[src/rtl/swcmd_pkg.sv]
package swcmd_pkg;

  // Saturating increment used by the hold counter.
  function automatic int unsigned sat_inc(input int unsigned value,
                                          input int unsigned limit);
    if (value >= limit) return limit;
    return value + 1;
  endfunction

  // True when a hold count maps to the given command slot (slot 0 = one strobe).
  function automatic logic slot_hit(input int unsigned count,
                                    input int unsigned slot);
    return (count != 0) && (count == slot + 1);
  endfunction

endpackage

[src/rtl/swcmd_sync.sv]
module swcmd_sync #(
  parameter int  STAGES  = 2,
  parameter logic RST_VAL = 1'b1
) (
  input  logic clk,
  input  logic rst_n,
  input  logic d,
  output logic q
);
  logic [STAGES-1:0] shift_q;

  always_ff @(posedge clk) begin
    if (!rst_n) shift_q <= {STAGES{RST_VAL}};
    else        shift_q <= {shift_q[STAGES-2:0], d};
  end

  assign q = shift_q[STAGES-1];
endmodule

[src/rtl/swcmd_hold_counter.sv]
module swcmd_hold_counter
  import swcmd_pkg::*;
#(
  parameter int MAX_HOLD = 3,
  localparam int CW = $clog2(MAX_HOLD + 1)
) (
  input  logic          clk,
  input  logic          rst_n,
  input  logic          sample_tick,
  input  logic          sw_pressed,
  output logic [CW-1:0] hold_cnt,
  output logic          release_evt
);
  logic [CW-1:0] cnt_q;

  always_ff @(posedge clk) begin
    if (!rst_n) begin
      cnt_q <= '0;
    end else if (sample_tick) begin
      if (sw_pressed) cnt_q <= CW'(sat_inc(int'(cnt_q), MAX_HOLD));
      else            cnt_q <= '0;
    end
  end

  assign hold_cnt    = cnt_q;
  assign release_evt = sample_tick && !sw_pressed && (cnt_q != '0);
endmodule

[src/rtl/swcmd_pulse_encoder.sv]
module swcmd_pulse_encoder
  import swcmd_pkg::*;
#(
  parameter int MAX_HOLD = 3,
  localparam int CW = $clog2(MAX_HOLD + 1)
) (
  input  logic                clk,
  input  logic                rst_n,
  input  logic                release_evt,
  input  logic [CW-1:0]       hold_cnt,
  output logic [MAX_HOLD-1:0] cmd_q
);
  logic [MAX_HOLD-1:0] slot_sel;

  for (genvar i = 0; i < MAX_HOLD; i++) begin : g_slot
    assign slot_sel[i] = slot_hit(int'(hold_cnt), i);
  end

  always_ff @(posedge clk) begin
    if (!rst_n)           cmd_q <= '0;
    else if (release_evt) cmd_q <= slot_sel;
    else                  cmd_q <= '0;
  end
endmodule

[src/rtl/switch_cmd_decoder.sv]
module switch_cmd_decoder #(
  parameter int MAX_HOLD    = 3,
  parameter int SYNC_STAGES = 2,
  localparam int CW = $clog2(MAX_HOLD + 1)
) (
  input  logic                clk,
  input  logic                rst_n,
  input  logic                sample_tick,
  input  logic                sw_n,
  output logic [MAX_HOLD-1:0] cmd_pulse
);
  // Named internal events, brought out for the bound checker.
  logic                sw_sync;
  logic                sw_pressed;
  logic [CW-1:0]       hold_cnt;
  logic                release_evt;
  logic [MAX_HOLD-1:0] cmd_vec;

  swcmd_sync #(.STAGES(SYNC_STAGES), .RST_VAL(1'b1)) u_sync (
    .clk(clk), .rst_n(rst_n), .d(sw_n), .q(sw_sync)
  );

  assign sw_pressed = ~sw_sync;

  swcmd_hold_counter #(.MAX_HOLD(MAX_HOLD)) u_hold (
    .clk(clk), .rst_n(rst_n), .sample_tick(sample_tick),
    .sw_pressed(sw_pressed), .hold_cnt(hold_cnt), .release_evt(release_evt)
  );

  swcmd_pulse_encoder #(.MAX_HOLD(MAX_HOLD)) u_enc (
    .clk(clk), .rst_n(rst_n), .release_evt(release_evt),
    .hold_cnt(hold_cnt), .cmd_q(cmd_vec)
  );

  assign cmd_pulse = cmd_vec;
endmodule

[config.mk]
export PLATFORM = sky130hd
export DESIGN_NAME = switch_cmd_decoder
export DESIGN_NICKNAME = d
export VERILOG_FILES = /design/src/rtl/swcmd_pkg.sv /design/src/rtl/swcmd_sync.sv /design/src/rtl/swcmd_hold_counter.sv /design/src/rtl/swcmd_pulse_encoder.sv /design/src/rtl/switch_cmd_decoder.sv
export SDC_FILE = /design/constraint.sdc
export NUM_CORES = 1
export LEC_CHECK = 0
export ABC_AREA = 1
export BUFFER_PORTS_ARGS = -buffer_cell sky130_fd_sc_hd__buf_2
export CELL_PAD_IN_SITES_DETAIL_PLACEMENT = 2
export CELL_PAD_IN_SITES_GLOBAL_PLACEMENT = 2
export CORE_AREA = 3 3 40 42
export CTS_BUF_LIST = sky130_fd_sc_hd__clkbuf_8 sky130_fd_sc_hd__clkbuf_16
export CTS_CLUSTER_DIAMETER = 30
export DETAILED_ROUTE_END_ITERATION = 7
export DIE_AREA = 0 0 43 45
export PLACE_DENSITY = 0.55
export SYNTH_ARGS = -nofsm -noshare
export SYNTH_HDL_FRONTEND = slang
export SYNTH_SLANG_ARGS = --single-unit
export TNS_END_PERCENT = 1
[constraint.sdc]
create_clock -name clk -period 0.8 [get_ports clk]
set_input_delay 0.16 -clock clk [delete_from_list [all_inputs] [get_ports clk]]
set_output_delay 0.16 -clock clk [all_outputs]
set_load 0.03 [all_outputs]
==> After elaboration in Yosys (flattened, before gate mapping) <==
Index checks and enable logic that the tools add are counted.
{ "word_totals": {"output_inout_bits": 3, "wordCells": 22, "regBits": 7} }
{ "classes": {"eq_ne": 3, "n_reduce_logical": 7, "n_lt_le_gt_ge": 1, "muxes": 7, "n_addsub": 1} }
{ "ops": {"columns": ["op", "n"], "rows": [
  ["2-to-1 mux 2 bit", 3],
  ["logical AND 1 bit", 5],
  ["== test 2 bit (second input constant)", 2],
  ["2-to-1 mux 1 bit", 4],
  ["adder 2 x 1 -> 2 bit (second input constant)", 1],
  ["== test 2 x 1 -> 1 bit (second input constant)", 1],
  [">= comparator 2 bit (second input constant)", 1],
  ["AND reduction 2 bit", 1],
  ["nonzero test 2 bit", 1]
]} }

==> Logic depth before layout (Yosys ltp) <==
{ "depth": {"word_depth": 7, "mapped_depth": 4, "mapped_depth_nobuf": 4} }

==> By module <==
Synthesis repeated with hierarchy kept, for this count alone.
{ "unflattened": {"cells_unflattened": 35, "area_unflattened_um2": 247.7} }
{ "modules_own_cells": {"columns": ["module", "n_inst", "cells_each", "seq_area_each_um2", "area_each_um2"], "rows": [
  ["swcmd_hold_counter", 1, 16, 40.0, 95.1],
  ["swcmd_pulse_encoder", 1, 12, 60.1, 93.8],
  ["swcmd_sync", 1, 6, 40.0, 55.1],
  ["switch_cmd_decoder", 1, 1, 0.0, 3.8]
]} }

==> Worst setup path before layout <==
Ideal clock, no wire load.
{ "synth_timing": {"kind": "register to register", "start": "register u_hold.cnt_q[0] (netlist: u_hold.hold_cnt[0])", "end": "register u_hold.cnt_q[0] (netlist: u_hold.hold_cnt[0])", "t_arrival_ns": 0.506, "setup_slack_ns": 0.181, "setup_time_ns": 0.113, "path_stages_with_launch": 5, "required_ns": 0.687, "n_path_buf": 0, "cell_sequence": "dfxtp_1 -> inv_1 -> nand2_1 -> nand3_1 -> nor2_1"} }
{ "synth_via": {"elab_chain_len": 7, "word_cells_on_any_way": 9} }
{ "synth_lines": {"columns": ["element", "line", "text"], "rows": [
  ["start, declared", "swcmd_hold_counter.sv:14", "logic [CW-1:0] cnt_q;"],
  ["start signal, assigned", "swcmd_hold_counter.sv:20", "if (sw_pressed) cnt_q <= CW'(sat_inc(int'(cnt_q), MAX_HOLD));"],
  [">= comparator 2 bit", "swcmd_pkg.sv:6", "if (value >= limit) return limit;"],
  ["2-to-1 mux 1 bit", "swcmd_pkg.sv:6", null],
  ["2-to-1 mux 1 bit", "swcmd_hold_counter.sv:20", null],
  ["2-to-1 mux 1 bit", "swcmd_hold_counter.sv:19", "end else if (sample_tick) begin"],
  ["2-to-1 mux 1 bit", "swcmd_hold_counter.sv:17", "if (!rst_n) begin"],
  ["2-to-1 mux 2 bit (*)", "swcmd_pkg.sv:7", "return value + 1;"],
  ["2-to-1 mux 2 bit (*)", "swcmd_hold_counter.sv:20", null]
]} }
Every way passes the cells marked *; elsewhere a longest branch is shown, timed or not. The select of a mux whose other input is x is not followed.
A chain may end at the register's enable or synchronous reset.

==> Worst setup path after layout <==
{ "layout_timing": {"start": "register u_enc.cmd_q[2]", "end": "output port cmd_pulse[2]"} }
{ "layout_rtl": {"columns": ["element", "line", "text"], "rows": [
  ["start, declared", "swcmd_pulse_encoder.sv:11", "output logic [MAX_HOLD-1:0] cmd_q"],
  ["start signal, assigned", "swcmd_pulse_encoder.sv:21", "else if (release_evt) cmd_q <= slot_sel;"],
  ["end, declared", "switch_cmd_decoder.sv:10", "output logic [MAX_HOLD-1:0] cmd_pulse"]
]} }
No word-level cell between the ends.

==> flow_summary_export.csv <==
group,metric,value,unit
yosys,syn_area_per_cell,8.61,um2
worst_setup_path,critPathTopFamily,"flip-flops",
clock_tree,clkTransAtPathRegs,40,ps
clock_tree,cts_made_buffers,3,
yosys,ys_types,8,
floorplanning,die_x,43,um
layout,layoutNonFillerInstCount,51,
worst_setup_path,crit_type,"flip-flop to output port",
placement,dp_slack,59.5,ps
power_and_ir_drop,power_switching_share,21.0,%
worst_setup_path,end_kind,"output port",
timing,tightest_slew,171,ps
outcome,status,"complete, but fails checks",
detailed_routing,final_antenna_net_count,0,
timing,period_needed,823,ps
timing,slew_headroom,88.5,%
yosys,synth.cell_area,224,um2
detailed_routing,wire_per_inst,10.4,um
timing,grt_setup_unrepaired,"true",
layout,layout_common_cells,"inv_1 (6), nand2_1 (6), dfxtp_2 (4)",
timing,final-hold-violation-count,0,
worst_setup_path,crit_buf_inv,1,
power_and_ir_drop,pwr-share-seq,40.9,%
clock_tree,cts-root-buf,"clkbuf_8",
layout,final_nets,41,
power_and_ir_drop,p_per_area,2630,nW/um2
floorplanning,core,1280,um2
timing,fin_crit_sh,103,%
grt,grt_use_total,8.01,%
detailed_routing,postRouteWirelength,532,um
clock_tree,cts_max_level,1,
clock_tree,holdBufCountCts,0,
grt,grt-ovfl-total,0,
placement,gp_congestion,0.676,
power_and_ir_drop,p_int,0.710,mW
worst_setup_path,arrival,660,ps
floorplanning,rows,13,
grt,grt_first_pass_wirelength,1.01,mm
floorplanning,ios,7,
yosys,synth_top_area_share,62.6,%
power_and_ir_drop,clock_power_share,54.2,%
layout,drive_gt1_share,38.9,%
floorplanning,die_h,45,um
placement,numPlacedInstances,47,
detailed_routing,vias,204,
power_and_ir_drop,ir_drop,1.20,mV
yosys,seq_area_frac_synth,62.6,%
yosys,yosysTopAreaCell,"dfxtp_1",
detailed_routing,firstDrtPassIters,2,
worst_setup_path,start_kind,"flip-flop",
worst_setup_path,cp.required,640,ps
worst_setup_path,path_max_fanout,1,
layout,diodes,0,
grt,grt_antenna_before_repair,0,
worst_hold_path,hp-class,"input port to flip-flop",
worst_setup_path,slowest_stage,"dfxtp_2",
placement,dpl.hpwl,431,um
timing,max_freq,1220,MHz
clock_tree,clk_latency,230,ps
grt,grt_max_degree,6,
layout,stdcell_area,342,um2
yosys,ys_seq_elements,7,
timing,setup_slack,-22.7,ps
yosys,ys_top_cells_by_area,"dfxtp_1 (63%), nand2_1 (10%), inv_1 (8.4%)",
clock_tree,cts_max_path_buffers,2,
worst_setup_path,cp_cell_sequence,"buf_6",
detailed_routing,drc,0,
timing,setup_violations,3,
timing,drv_slew,0,
placement,portBuffers,6,
power_and_ir_drop,switchingPower,0.188,mW
layout,syn_to_final_growth,52.5,%
floorplanning,die_area,1940,um2
yosys,netlist_instances,26,
floorplanning,initial_core_util,17.4,%
placement,placed_area,273,um2
layout,final_core_util,26.6,%
yosys,yosysWarnings,0,
detailed_routing,via_per_inst,4.00,
outcome,violations,"setup timing",
power_and_ir_drop,leakage,0.165,nW
grt,grt_pass1_vias,225,
yosys,syn_nets,30,
detailed_routing,drtIter0Drc,4,
clock_tree,cts_tree,"built",
timing,fin_skew,1.24,ps
clock_tree,cts.sinks,7,
flow_run,drv_cap,0,
power_and_ir_drop,p_comb_share,4.9,%
worst_setup_path,cpPeakStageDelay,310,ps
==> registers in the layout, summed over array words and instances (netlist names) <==
name             flops
u_sync.shift_q       2
u_enc.cmd_q          3
u_hold.hold_cnt      2
==> final cells by class <==
type | instances | area (um2)
clock buffers | 3 | 41.3
clock inverters | 1 | 3.75
inverters | 5 | 18.8
flip-flops and latches | 7 | 145
repair buffers | 6 | 48.8
multi-input cells | 14 | 65.1
well taps | 15 | 18.8
fillers | 159 | 943
==> metal layers <==
layer	part of all wire, %	wire (um)	vias to the layer above	GRT usage (%)
li1	-	-	98	-
met1	39	207	92	7.51
met2	46	247	10	12.3
met3	9.6	51	4	4.78
met4	4.7	25	0	7.23
met5	0	0	-	0
==> power groups by stage <==
stage,sequential [mW],combinational [mW],clock [mW]
finish,0.368,0.0436,0.488
global route,0.369,0.0528,0.535
CTS,0.367,0.0452,0.506
detailed placement,0.373,0.0435,0
global placement,0.372,0.0408,0
floorplan,0.374,0.0201,0
==> cell families after synthesis <==
family	count (synthesis)	share of synthesized area, %
AO/OA/AOI/OAI	1	2.23
buffers and inverters	5	8.38
AND/OR/NAND/NOR	13	26.8
flip-flops	7	62.6
==> synthesized netlist by cell type (all sizes together) <==
cell / number
a21oi: 1
dfxtp: 7
inv: 5
nand2: 6
nand3: 2
nor2: 2
nor3: 3
==> path summary, 6_finish.rpt <==
check	startpoint	end	slack, ps	cells after the start
setup reg to reg	u_hold.hold_cnt[1]	u_enc.cmd_q[1]	80	2
setup / recovery	u_enc.cmd_q[2]	cmd_pulse[2]	-20	1
hold / removal	sw_n	u_sync.shift_q[0]	120	3
hold reg to reg	u_sync.shift_q[0]	u_sync.shift_q[1]	410	2
==> metrics by stage <==
stage / power, mW / setup TNS, ps / hold slack, ps
after floorplan: 0.394 / 0 / 229
after global placement: 0.413 / 0 / 330
after detailed placement: 0.416 / 0 / 350
after CTS: 0.918 / -92.9 / 113
after global routing: 0.957 / -147 / 140
final: 0.899 / -64.6 / 115
==> repair_timing <==
item | CTS | global route
endpoints found under the setup margin | 3 | 4
resized for setup | 9 | 1
setup buffers | 0 | 0
pin swaps | 0 | 0
(Power assumes the default switching activity.)
